### src/rtl/kdc_pkg.sv
package kdc_pkg;
  localparam int KDC_CODE_W    = 10;
  localparam int KDC_SUM_W     = 18;
  localparam int KDC_GROUP_N   = 256;
  localparam int KDC_FLOOR     = 'h100;
  localparam int KDC_COARSE_LSB = 8;
endpackage

### src/rtl/kdc_accum.sv
module kdc_accum #(
  parameter int CODE_W  = kdc_pkg::KDC_CODE_W,
  parameter int SUM_W   = kdc_pkg::KDC_SUM_W,
  parameter int GROUP_N = kdc_pkg::KDC_GROUP_N
) (
  input  logic              clk,
  input  logic              rst,
  input  logic              vld,
  input  logic [CODE_W-1:0] code,
  output logic [SUM_W-1:0]  cand,
  output logic              last
);
  localparam int CNT_W = (GROUP_N > 1) ? $clog2(GROUP_N) : 1;
  localparam logic [CNT_W-1:0] CNT_END = CNT_W'(GROUP_N - 1);

  logic [SUM_W-1:0] acc_q;
  logic [CNT_W-1:0] cnt_q;

  // Running total including the reading on the port this cycle
  assign cand = acc_q + SUM_W'(code);
  assign last = vld && (cnt_q == CNT_END);

  always_ff @(posedge clk) begin
    if (rst) begin
      acc_q <= '0;
      cnt_q <= '0;
    end else if (vld) begin
      if (last) begin
        acc_q <= '0;
        cnt_q <= '0;
      end else begin
        acc_q <= cand;
        cnt_q <= cnt_q + CNT_W'(1);
      end
    end
  end

  // group end empties both sum and count
  a_r7_group_clear: assert property (@(posedge clk) disable iff (rst)
    last |=> (acc_q == '0 && cnt_q == '0));

  // idle cycles leave the partial group untouched
  a_r2_idle_hold: assert property (@(posedge clk) disable iff (rst)
    !vld |=> ($stable(acc_q) && $stable(cnt_q)));
endmodule

### src/rtl/kdc_gate.sv
module kdc_gate #(
  parameter int SUM_W      = kdc_pkg::KDC_SUM_W,
  parameter int FLOOR      = kdc_pkg::KDC_FLOOR,
  parameter int COARSE_LSB = kdc_pkg::KDC_COARSE_LSB
) (
  input  logic             clk,
  input  logic             rst,
  input  logic             load,
  input  logic [SUM_W-1:0] cand,
  output logic [SUM_W-1:0] tgt,
  output logic             done
);
  localparam logic [SUM_W-1:0] FLOOR_V = SUM_W'(FLOOR);

  logic [SUM_W-1:0] floored;
  logic [SUM_W:0]   diff;
  logic [SUM_W-1:0] mag;
  logic             far;
  logic [SUM_W-1:0] tgt_q;
  logic             done_q;

  always_comb begin
    floored = (cand < FLOOR_V) ? FLOOR_V : cand;
    diff    = {1'b0, floored} - {1'b0, tgt_q};
    // one's complement for a negative distance: cheap, off by one LSB
    mag     = diff[SUM_W] ? ~diff[SUM_W-1:0] : diff[SUM_W-1:0];
    far     = |mag[SUM_W-1:COARSE_LSB];
  end

  always_ff @(posedge clk) begin
    if (rst) begin
      tgt_q  <= FLOOR_V;
      done_q <= 1'b0;
    end else begin
      done_q <= load;
      if (load && far) tgt_q <= {floored[SUM_W-1:1], 1'b0};
    end
  end

  assign tgt  = tgt_q;
  assign done = done_q;

  // target never sits below the floor
  a_r3_floor: assert property (@(posedge clk) disable iff (rst)
    tgt_q >= FLOOR_V);

  // stored target is even
  a_r6_even: assert property (@(posedge clk) disable iff (rst)
    !tgt_q[0]);

  // target moves only alongside the group pulse
  a_r9_move_with_done: assert property (@(posedge clk) disable iff (rst)
    (tgt_q != $past(tgt_q)) |-> done_q);
endmodule

### src/rtl/knob_delay_cond.sv
module knob_delay_cond #(
  parameter int CODE_W     = kdc_pkg::KDC_CODE_W,
  parameter int SUM_W      = kdc_pkg::KDC_SUM_W,
  parameter int GROUP_N    = kdc_pkg::KDC_GROUP_N,
  parameter int FLOOR      = kdc_pkg::KDC_FLOOR,
  parameter int COARSE_LSB = kdc_pkg::KDC_COARSE_LSB
) (
  input  logic              clk,
  input  logic              rst,
  input  logic              rdg_vld,
  input  logic [CODE_W-1:0] rdg_code,
  output logic [SUM_W-1:0]  delay_tgt,
  output logic              grp_done
);
  logic [SUM_W-1:0] cand;
  logic             last;

  kdc_accum #(.CODE_W(CODE_W), .SUM_W(SUM_W), .GROUP_N(GROUP_N)) u_accum (
    .clk(clk), .rst(rst), .vld(rdg_vld), .code(rdg_code),
    .cand(cand), .last(last)
  );

  kdc_gate #(.SUM_W(SUM_W), .FLOOR(FLOOR), .COARSE_LSB(COARSE_LSB)) u_gate (
    .clk(clk), .rst(rst), .load(last), .cand(cand),
    .tgt(delay_tgt), .done(grp_done)
  );

  generate
    if (GROUP_N > 1) begin : g_pulse_chk
      // the group pulse lasts a single cycle
      a_r8_single_pulse: assert property (@(posedge clk) disable iff (rst)
        grp_done |=> !grp_done);
    end
  endgenerate
endmodule

### config.mk
export PLATFORM = sky130hd
export DESIGN_NAME = knob_delay_cond
export DESIGN_NICKNAME = d
export VERILOG_FILES = /design/src/rtl/kdc_pkg.sv /design/src/rtl/kdc_accum.sv /design/src/rtl/kdc_gate.sv /design/src/rtl/knob_delay_cond.sv
export SDC_FILE = /design/constraint.sdc
export NUM_CORES = 1
export LEC_CHECK = 0
export BUFFER_PORTS_ARGS = -buffer_cell sky130_fd_sc_hd__buf_2
export CAP_MARGIN = 10
export CORE_UTILIZATION = 40
export CTS_CLUSTER_DIAMETER = 60
export DETAILED_ROUTE_END_ITERATION = 8
export PLACE_DENSITY = 0.63
export SLEW_MARGIN = 20
export SYNTH_ARGS = -nofsm -noshare
export SYNTH_HDL_FRONTEND = slang
export SYNTH_SLANG_ARGS = --single-unit
export TNS_END_PERCENT = 10
### constraint.sdc
create_clock -name clk -period 19.7 [get_ports clk]
set_input_delay 3.94 -clock clk [delete_from_list [all_inputs] [get_ports clk]]
set_output_delay 3.94 -clock clk [all_outputs]
set_load 0.02 [all_outputs]
Word-level counts from Yosys, hierarchy flattened --
Index checks and enable logic that the tools add are counted.
Storage, ports and cells: bits in registers 44, output and inout port bits 19, word-level logic and storage cells 17, input port bits 13
Cells by class: reductions and logical operators 3, equality and inequality tests 1, $add $sub $neg 3, magnitude comparators 1, bitwise operators 1, mux-type cells 4
Operators with widths (number):
- 18-bit two-way mux | 3
- 18-bit by 18-bit subtractor with 19-bit output | 1
- 18-bit by 10-bit adder with 18-bit output | 1
- 18-bit by 9-bit less-than comparator with 1-bit output, second input constant | 1
- 18-bit inverter | 1
- 10-bit OR reduction | 1
- 8-bit by 1-bit adder with 8-bit output, second input constant | 1
- 8-bit == test, second input constant | 1
- 8-bit two-way mux | 1
- 1-bit logical AND | 2

Longest topological paths before layout --
Gate-level depths: netlist (run 1).
depth in word-level cells 8, mapped depth 25, mapped depth without buffers 23

Hierarchy --
A second synthesis (run 1) with hierarchy kept.
Second synthesis, totals: cells, all modules 454, area total of the unflattened synthesis 3677.3 um^2
Modules (own cells, without submodules):
- kdc_gate | cells each 250, area an instance 1991.9 um^2, instances 1
- kdc_accum | cells each 204, area an instance 1685.4 um^2, instances 1

Worst setup path before layout (run 1) --
OpenSTA, ideal clock, no wires.
kind input to register, from input port rdg_code[0], to register u_gate.tgt_q[8] (netlist: u_gate.tgt[8]), setup time 0.122 ns, cell stages on the path 24, data required time 19.578 ns, arrival time 9.136 ns, setup slack 10.442 ns, cells stage by stage ha_1 > inv_1 > fa_1 > nand2b_1 > a21oi_1 > o211a_1 > or4_1 > a211o_1 > nor4_4 > buf_2 > nor2_1 > ha_1 > a21o_1 > a21o_1 > a21oi_1 > o221ai_1 > a21oi_1 > o221ai_1 > a311oi_1 > o221a_2 > o22a_1 > buf_2 > nand2_4 > o32a_1
Between the ends: word-level cells in the longest chain between the ends 8
RTL lines:
- start, declared | line knob_delay_cond.sv:11 | input logic [CODE_W-1:0] rdg_code,
- 18-bit by 10-bit adder with 18-bit output * | line kdc_accum.sv:20 | assign cand = acc_q + SUM_W'(code);
- 18-bit by 9-bit less-than comparator with 1-bit output | line kdc_gate.sv:23 | floored = (cand < FLOOR_V) ? FLOOR_V : cand;
- 18-bit two-way mux * | line kdc_gate.sv:23
- via u_gate.floored[7] | line kdc_gate.sv:15 | logic [SUM_W-1:0] floored;
- 18-bit by 18-bit subtractor with 19-bit output * | line kdc_gate.sv:24 | diff = {1'b0, floored} - {1'b0, tgt_q};
- 18-bit inverter | line kdc_gate.sv:26 | mag = diff[SUM_W] ? ~diff[SUM_W-1:0] : diff[SUM_W-1:0];
- 18-bit two-way mux * | line kdc_gate.sv:26
- 10-bit OR reduction * | line kdc_gate.sv:27 | far = |mag[SUM_W-1:COARSE_LSB];
- 1-bit logical AND * | line kdc_gate.sv:36 | if (load && far) tgt_q <= {floored[SUM_W-1:1], 1'b0};
- end signal, assigned | line kdc_gate.sv:36
- end, declared | line kdc_gate.sv:19 | logic [SUM_W-1:0] tgt_q;
Mark *: on every way through the listed nets, which the timed path passes. The rest lies on a longest branch. A chain may end at the register's enable or synchronous reset.

Worst setup path after layout (run 1) --
Ends and elaborated chain as after synthesis.

==> reports/qor.csv, run 1 <==
stage,metric,value,unit
place,dpl.hpwl,7451,microns
setup_path,critical_path_required,19890,ps
route,antenna_left,0,
place,gp_congestion,0.9247,
route,drtIter0Drc,164,
grt,overflow,0,
run_status,violations,DRC,
clocking,postCtsHoldBufs,0,
layout,drive_gt1_frac,0.1192,
sta,fin_worst_skew,6.059,ps
yosys,ys_types,70,
yosys,yosysSeqAreaShare,0.2395,
power,p_leak,1.652,nW
yosys,ys.flop_type,dfxtp_1,
run_status,status,finished with violations,
clocking,cts_tree,built,
layout,syn2layout_area_growth,8.265,%
power,p_per_area,85.90,nW/um^2
sta,finalHoldViolations,0,
grt,antenna_found_initial,0,
clocking,clock-sinks,44,
clocking,h-tree-depth,2,
clocking,post_cts_buffers,0,
job,maxCapViolations,0,
floorplan,die_w,97.90,microns
route,avgViaCountPerCell,5.952,
yosys,avgSynthCellArea,7.664,sq um
floorplan,die_y,97.90,microns
grt,grt_pass1_wl,16200,microns
route,postRouteWirelength,9585,microns
layout,insertedDiodeCount,0,
worst_hold_path,hold_class,flip-flop to flip-flop,
setup_path,cp-start-kind,input pin,
floorplan,io_pins,32,
route,drc_errors,4,
yosys,async_flop_share,0,
sta,rsz0062_at_grt,no,
yosys,ys_warn_count,0,
setup_path,cp-end-kind,flip-flop,
clocking,cts_root_buf,clkbuf_8,
clocking,ctsResizeCount,0,
sta,period_needed,9965,ps
layout,layout.nets,535,
place,numPortBuffers,30,
sta,fmax,100.4,MHz
sta,max_slew_margin,0.3884,
clocking,clk_pin_slew,90,ps
layout,layout_commonest_cell,nor2_1,
clocking,clockBufferDepth,2,
sta,slew_viol_final,0,
floorplan,die_area,9583,sq um
yosys,synthCells,480,
setup_path,critPathMaxFanout,18,
route,wire_per_inst,15.90,microns
floorplan,core,8806,sq um
grt,grt_pass1_vias,3292,
grt,grt_max_degree,46,
floorplan,core.rowCount,34,
layout,final_cell_mix,"nor2_1, dfxtp_1, a21oi_1",
floorplan,initial_core_util,0.4177,
yosys,syn-cell-area,3679,sq um
clocking,clk_latency,300,ps
power,power,0.0003421,W
sta,finalCritPeriodShare,0.5058,
route,dr.pass1.iters,7,
sta,setup_viol,0,
yosys,synth-edff-count,0,
yosys,ys_ff_latch,44,
clocking,cts_inserted_buffers,5,
grt,grt_use_total,0.2063,
sta,fin_tns_setup,0,ps
power,ir_drop,0.03856,mV
setup_path,crit_arrival,10160,ps
setup_path,critPathKind,input pin to flip-flop,
sta,tightest_slew,910.5,ps
route,vias,3589,
yosys,syn-num-nets,521,
==> path summary, 6_finish.rpt <==
kind,start,to,slack [ps],cells past startpoint
min reg2reg,u_accum.acc_q[0]$_SDFFE_PP0P_,u_accum.acc_q[0]$_SDFFE_PP0P_,480,2
min,u_accum.acc_q[0]$_SDFFE_PP0P_,u_accum.acc_q[0]$_SDFFE_PP0P_,480,2
max,rdg_code[0],u_gate.tgt[8]$_SDFFE_PP1P_,9730,23
max reg2reg,u_accum.acc_q[0]$_SDFFE_PP0P_,u_gate.tgt[8]$_SDFFE_PP1P_,13090,22
==> metal layers <==
metal	share of wire	GRT usage
met4	0.014	0.05594
met1	0.49	0.2988
met5	0	0
met3	0.052	0.02505
met2	0.45	0.3212
==> state kept, by name, summed over array words and instances, names as in the netlist <==
signal         flops
u_gate.tgt        17
u_gate.done        1
u_accum.acc_q     18
u_accum.cnt_q      8
==> power by group <==
part           switching [W]  internal (W)  leakage (nW)
Combinational       0.000105     0.0000697          1.23
Sequential        0.00000252     0.0000919         0.357
Clock              0.0000319     0.0000415        0.0614
Total               0.000139      0.000203          1.65
==> critical path, stage by stage <==
cell and delay (ps):
buf_2 80, ha_1 170, inv_1 60, fa_1 390
nand2b_1 180, a21oi_1 240, o211a_1 270, o211ai_1 100
a211o_1 360, nor4_4 770, nor2_1 140, ha_1 380
a21o_1 250, a21o_1 180, a21oi_1 210, o221ai_1 190
a21oi_1 430, o221ai_1 190, a311oi_1 510, o221a_2 320
o22a_1 350, nand2_4 140, o32a_1 300
==> cell usage after synthesis (10+ instances only) <==
master	instances	share of area
a21o_1	17	0.035
a21oi_1	40	0.054
a22oi_1	10	0.020
clkbuf_1	14	0.014
dfxtp_1	44	0.24
ha_1	27	0.092
inv_1	27	0.028
nand2_1	27	0.028
nand3_1	19	0.026
nor2_1	50	0.051
nor3_1	29	0.039
o21ai_0	17	0.023
xnor2_1	11	0.026
xor2_1	13	0.031
==> layout make-up <==
class	count	area, sq um
fillers	906	4823
well taps	108	135.1
multi-input cells	384	2582
inverters	28	105.1
clock buffers	6	82.58
repair buffers	31	157.7
flip-flops and latches	44	880.8
clock inverters	2	38.79
==> metrics by stage <==
step | utilization | setup WS (ps) | std cells | hold WS (ps) | instance area, sq um
final | 0.4523 | 9735 | 603 | 484.3 | 3983
after global routing | 0.4523 | 9173 | 603 | 536.5 | 3983
after detailed placement | 0.4385 | 9552 | 595 | 478.1 | 3861
after floorplan | - | 10440 | 480 | 444.8 | 3679
after CTS | 0.4523 | 9843 | 603 | 492.3 | 3983
after global placement | 0.4385 | 9749 | 595 | 461.4 | 3861
==> cells by family (layout without fill, tap and decap cells) <==
| logic type | Yosys count | after routing | synth area share |
|---|---|---|---|
| adder cells (fa/ha/maj) | 28 | 28 | 0.09728 |
| AND/OR/NAND/NOR | 176 | 176 | 0.2408 |
| buffers and inverters | 52 | 67 | 0.05850 |
| flip-flops | 44 | 44 | 0.2395 |
| other | 1 | 1 | 0.001019 |
| AO/OA/AOI/OAI | 152 | 152 | 0.2973 |
| XOR/XNOR | 24 | 24 | 0.05714 |
| multiplexers | 3 | 3 | 0.008503 |
(Power assumes the default switching activity.)
==> run 2: changes to the inputs <==
Settings changed: ABC_AREA from default to 1, PLACE_DENSITY 0.63 to 0.65.
Clock period 19.7 ns to 9.15 ns, I/O delays scaled along.
==> reports/qor.csv, run 2 <==
stage,metric,value,unit
layout,fin_cells,750,
layout,largest_reg_flops,18,
setup_path,cp-start-kind,input pin,
clocking,clk_pin_slew,90,ps
setup_path,critical_path_required,9310,ps
yosys,synth_common_cells,"nand2_1, inv_1, nor2_1, a21oi_1, nand3_1",
sta,hold_ws,479.4,ps
layout,insertedDiodeCount,0,
worst_hold_path,hold_class,flip-flop to flip-flop,
grt,grt_use_total,0.2131,
yosys,synth_top_area_cell,dfxtp_1,
floorplan,die_area,9644,sq um
clocking,clockBufferDepth,2,
sta,slew_viol_final,0,
yosys,synth_area_leaders,"dfxtp_1, nand2_1, ha_1, inv_1, a21oi_1",
route,vias,3818,
yosys,async_flop_share,0,
floorplan,die_y,98.21,microns
sta,period_needed,6163,ps
yosys,ys_types,36,
clocking,clock-sinks,44,
sta,max_slew_margin,0.3912,
sta,fmax,162.2,MHz
clocking,ctsResizeCount,0,
route,antenna_left,0,
yosys,avgSynthCellArea,6.000,sq um
floorplan,core,8848,sq um
job,maxCapViolations,0,
clocking,h-tree-depth,2,
grt,grt_pass1_wl,16640,microns
floorplan,core.rowCount,34,
sta,setup_viol,0,
sta,fin_tns_setup,0,ps
sta,tightest_slew,909.9,ps
yosys,syn-num-nets,658,
route,dr.pass1.iters,5,
yosys,yosysMostFrequentCell,nand2_1,
place,placedCellCount,742,
setup_path,cp-end-kind,flip-flop,
clocking,cts_tree,built,
route,drc_errors,0,
place,numPortBuffers,30,
yosys,syn-cell-area,3702,sq um
place,gp_congestion,0.9751,
power,ir_drop,0.09037,mV
setup_path,critPathKind,input pin to flip-flop,
grt,overflow,0,
grt,grt_pass1_vias,3580,
grt,antenna_found_initial,0,
yosys,ys_ff_latch,44,
yosys,ys.flop_type,dfxtp_1,
setup_path,critPathSlowestCell,nand2_2,
layout,layout_commonest_cell,nand2_1,
clocking,cts_root_buf,clkbuf_8,
power,p_leak,2.086,nW
route,postRouteWirelength,9856,microns
sta,fin_worst_skew,7.687,ps
run_status,status,finished clean,
route,avgViaCountPerCell,5.091,
yosys,yosysSeqAreaShare,0.2379,
layout,fin_util,0.4560,
route,wire_per_inst,13.14,microns
setup_path,critPathMaxFanout,32,
sta,finalHoldViolations,0,
yosys,synth-edff-count,0,
grt,grt_max_degree,34,
layout,syn2layout_area_growth,8.990,%
layout,final_cell_mix,"nand2_1, inv_1, nor2_1",
floorplan,initial_core_util,0.4184,
route,drtIter0Drc,197,
layout,top_register,u_accum.acc_q,
layout,drive_gt1_frac,0.1028,
place,dpl.hpwl,7789,microns
sta,finalCritPeriodShare,0.6736,
power,power,0.0007235,W
power,p_per_area,179.3,nW/um^2
layout,layout.nets,682,
yosys,ys_warn_count,0,
sta,rsz0062_at_grt,no,
clocking,clk_latency,300,ps
floorplan,die_w,98.21,microns
floorplan,io_pins,32,
yosys,synth_top_area_frac,0.2379,
clocking,cts_inserted_buffers,5,
setup_path,crit_arrival,6330,ps
yosys,synthCells,617,
setup_path,slowest_delay,420,ps
setup_path,cpMostUsedCell,nand2_1,
clocking,post_cts_buffers,0,
clocking,postCtsHoldBufs,0,
run 2: critical path: cells and delay by family:
family          cells  cell delay [ps]
compound gates      2              510
simple gates       24             2670
fa+ha+maj           3              880
buf+inv             5              400
run 2: report_power, final:
part | internal [W] | leakage (nW) | switching [W] | total (W)
sequential | 0.000198 | 0.357 | 0.00000426 | 0.000202
clock | 0.0000894 | 0.0614 | 0.0000735 | 0.000163
combinational | 0.000123 | 1.67 | 0.000235 | 0.000358
run 2: cell families (layout without fill, tap and decap cells):
group / Yosys count / in the layout / share of synthesized area
compound gates: 78 / 78 / 0.1136
xor+xnor: 9 / 9 / 0.02129
fa+ha+maj: 28 / 28 / 0.09665
buf+inv: 106 / 131 / 0.1152
flops: 44 / 44 / 0.2379
other cells: 1 / 1 / 0.001013
simple gates: 351 / 351 / 0.4143
run 2: cell type report:
| type | count | area, sq um |
|---|---|---|
| clock buffer | 6 | 82.58 |
| clock inverter | 2 | 38.79 |
| fill | 973 | 4813 |
| inverter | 92 | 345.3 |
| multi-input combinational | 467 | 2395 |
| sequential | 44 | 880.8 |
| tap | 108 | 135.1 |
| timing repair buffer | 31 | 157.7 |
run 2: path summary, 6_finish.rpt:
path	from	end	slack [ps]	cells after the start
setup / recovery	rdg_code[0]	u_gate.tgt[8]$_SDFFE_PP1P_	2990	34
hold / removal	u_accum.acc_q[6]$_SDFFE_PP0P_	u_accum.acc_q[6]$_SDFFE_PP0P_	480	2
setup reg to reg	u_accum.acc_q[0]$_SDFFE_PP0P_	u_gate.tgt[8]$_SDFFE_PP1P_	4250	33
hold reg to reg	u_accum.acc_q[6]$_SDFFE_PP0P_	u_accum.acc_q[6]$_SDFFE_PP0P_	480	2
run 2: layer usage:
layer | GRT usage | share of wire
met1 | 0.2830 | 0.48
met5 | 0 | 0
met2 | 0.3516 | 0.45
met4 | 0.07807 | 0.027
met3 | 0.03006 | 0.041
run 2: through the flow:
| step | instance area, sq um | setup WS, ps |
|---|---|---|
| floorplan | 3702 | 3755 |
| global placement | 3914 | 2838 |
| detailed placement | 3914 | 2781 |
| CTS | 4035 | 3066 |
| global route | 4035 | 2435 |
| finish | 4035 | 2987 |
==> run 3: changes to the inputs <==
Clock period 9.15 ns to 5.3 ns, I/O delays scaled along.
==> reports/qor.csv, run 3 (synthesis results as in run 2) <==
stage,metric,value,unit
run_status,status,finished clean,
sta,fmax,201.1,MHz
setup_path,crit_arrival,5160,ps
power,p_per_area,306.3,nW/um^2
layout,fin_util,0.4743,
floorplan,core,8848,sq um
setup_path,reg2reg_from,u_accum.acc_q[0]$_SDFFE_PP0P_,
layout,fin_cells,764,
clocking,clk_pin_slew,80,ps
grt,grt_pass1_vias,3731,
place,dpl.hpwl,7673,microns
floorplan,core.rowCount,34,
floorplan,initial_core_util,0.4184,
floorplan,die_area,9644,sq um
power,p_leak,2.170,nW
route,dr.pass1.iters,5,
sta,finalCritPeriodShare,0.9382,
grt,antenna_found_initial,0,
sta,finalHoldViolations,0,
layout,top_register,u_accum.acc_q,
power,power_switching,0.0005837,W
setup_path,critPathMaxFanout,5,
setup_path,slowest_delay,400,ps
job,maxCapViolations,0,
layout,fillCellCount,954,
floorplan,die_w,98.21,microns
layout,largest_reg_flops,18,
setup_path,r2r_cells,31,
route,vias,3956,
power,p_comb_frac,0.551,
worst_hold_path,hold_class,flip-flop to flip-flop,
setup_path,cp-end-kind,flip-flop,
power,switching_share,0.4541,
worst_hold_path,holdCritStartpoint,u_accum.acc_q[2]$_SDFFE_PP0P_,
clocking,clk_latency,310,ps
sta,hold_ws,473.2,ps
clocking,postCtsHoldBufs,0,
clocking,cts_root_buf,clkbuf_8,
clocking,cts_inserted_buffers,5,
power,power_frac_clock,0.177,
route,postRouteWirelength,10100,microns
layout,drive_gt1_frac,0.1402,
place,gp_congestion,0.9840,
route,avgViaCountPerCell,5.178,
power,p_int,0.0007016,W
layout,multi_input_area,2477,sq um
route,wire_per_inst,13.22,microns
grt,grt_pass1_wl,16740,microns
setup_path,critical_path_required,5490,ps
place,placedCellCount,752,
floorplan,die_y,98.21,microns
layout,layout_commonest_cell,nand2_1,
sta,fin_worst_skew,14.59,ps
layout,seq_area,880.8,sq um
layout,final_cell_mix,"nand2_1, inv_1, nor2_1",
setup_path,endpoint,u_gate.tgt[3]$_SDFFE_PP0P_,
setup_path,r2r_setup_slack,820,ps
setup_path,cp-startpoint,rdg_code[0],
layout,layout.nets,696,
sta,tightest_slew,719.3,ps
sta,slew_viol_final,0,
floorplan,io_pins,32,
route,drtIter0Drc,232,
setup_path,cpMostUsedCell,nand2_2,
power,ir_drop,0.1493,mV
sta,setup_viol,0,
power,p_seq_frac,0.272,
grt,grt_max_degree,34,
clocking,cts_tree,built,
sta,fin_tns_setup,0,ps
grt,grt_use_total,0.2148,
place,post-place-ws,-88.46,ps
place,numPortBuffers,30,
setup_path,critPathKind,input pin to flip-flop,
setup_path,r2r_end,u_gate.tgt[3]$_SDFFE_PP0P_,
clocking,clockBufferDepth,2,
sta,max_slew_margin,0.5200,
setup_path,critPathSlowestCell,fa_1,
route,drc_errors,0,
layout,syn2layout_area_growth,13.35,%
layout,insertedDiodeCount,0,
sta,setup_slack,327.8,ps
clocking,h-tree-depth,2,
sta,period_needed,4972,ps
clocking,clock-sinks,44,
grt,overflow,0,
setup_path,cp-start-kind,input pin,
route,antenna_left,0,
[run 3: cell types whose count changed in the layout (fill, tap and decap cells not counted), sizes merged]
cell,before,now
clkbuf,6,8
clkinv,3,2
nand2,204,205
buf,31,44
bufinv,1,0
[run 3: worst max-delay path, delay by kind of cell]
family	cells	cell delay, ps
buffers and inverters	5	510
AND/OR/NAND/NOR	21	2110
adder cells (fa/ha/maj)	3	880
AO/OA/AOI/OAI	3	570
[run 3: cell type report]
class	count	area share
timing repair buffer	44	0.06380
sequential	44	0.2099
multi-input combinational	468	0.5903
clock buffer	8	0.02147
tap	108	0.03220
inverter	92	0.08229
[run 3: stage by stage]
step / power [W] / cell area, sq um
2_1_floorplan: 0.0008389 / 3702
4_1_cts: 0.001205 / 4091
5_1_grt: 0.001389 / 4197
3_5_place_dp: 0.0009751 / 4001
6_report: 0.001285 / 4197
3_3_place_gp: 0.0009654 / 4001
[run 3: power by group through the flow]
| stage | sequential (W) | combinational (W) | clock (W) |
|---|---|---|---|
| 6_report | 0.000349 | 0.000708 | 0.000228 |
| 5_1_grt | 0.000351 | 0.000791 | 0.000247 |
| 4_1_cts | 0.000349 | 0.000622 | 0.000234 |
| 3_5_place_dp | 0.000357 | 0.000618 | 0 |
| 3_3_place_gp | 0.000356 | 0.000609 | 0 |
| 2_1_floorplan | 0.000355 | 0.000484 | 0 |
[run 3: layer usage]
layer  vias to the layer above  track usage  share of wire
li1                       2043            -              -
met1                      1768       0.2719           0.46
met2                       120       0.3581           0.45
met3                        25      0.03937          0.052
met4                         0      0.09070          0.032
met5                         -            0              0
[run 3: worst min-delay path by stage]
stage	to	slack, ps	depth (start not counted)
final	u_accum.acc_q[2]$_SDFFE_PP0P_	470	2
after global routing	u_accum.acc_q[8]$_SDFFE_PP0P_	500	2
after CTS	u_accum.acc_q[7]$_SDFFE_PP0P_	480	2
after detailed placement	u_accum.acc_q[7]$_SDFFE_PP0P_	460	2
after global placement	u_accum.acc_q[0]$_SDFFE_PP0P_	460	2
after floorplan	u_accum.acc_q[5]$_SDFFE_PP0P_	450	2
[run 3: timing repair]
| action | CTS | global route |
|---|---|---|
| resized for setup | 0 | 20 |
| endpoints found under the setup margin | 0 | 17 |
| setup buffers | 0 | 3 |
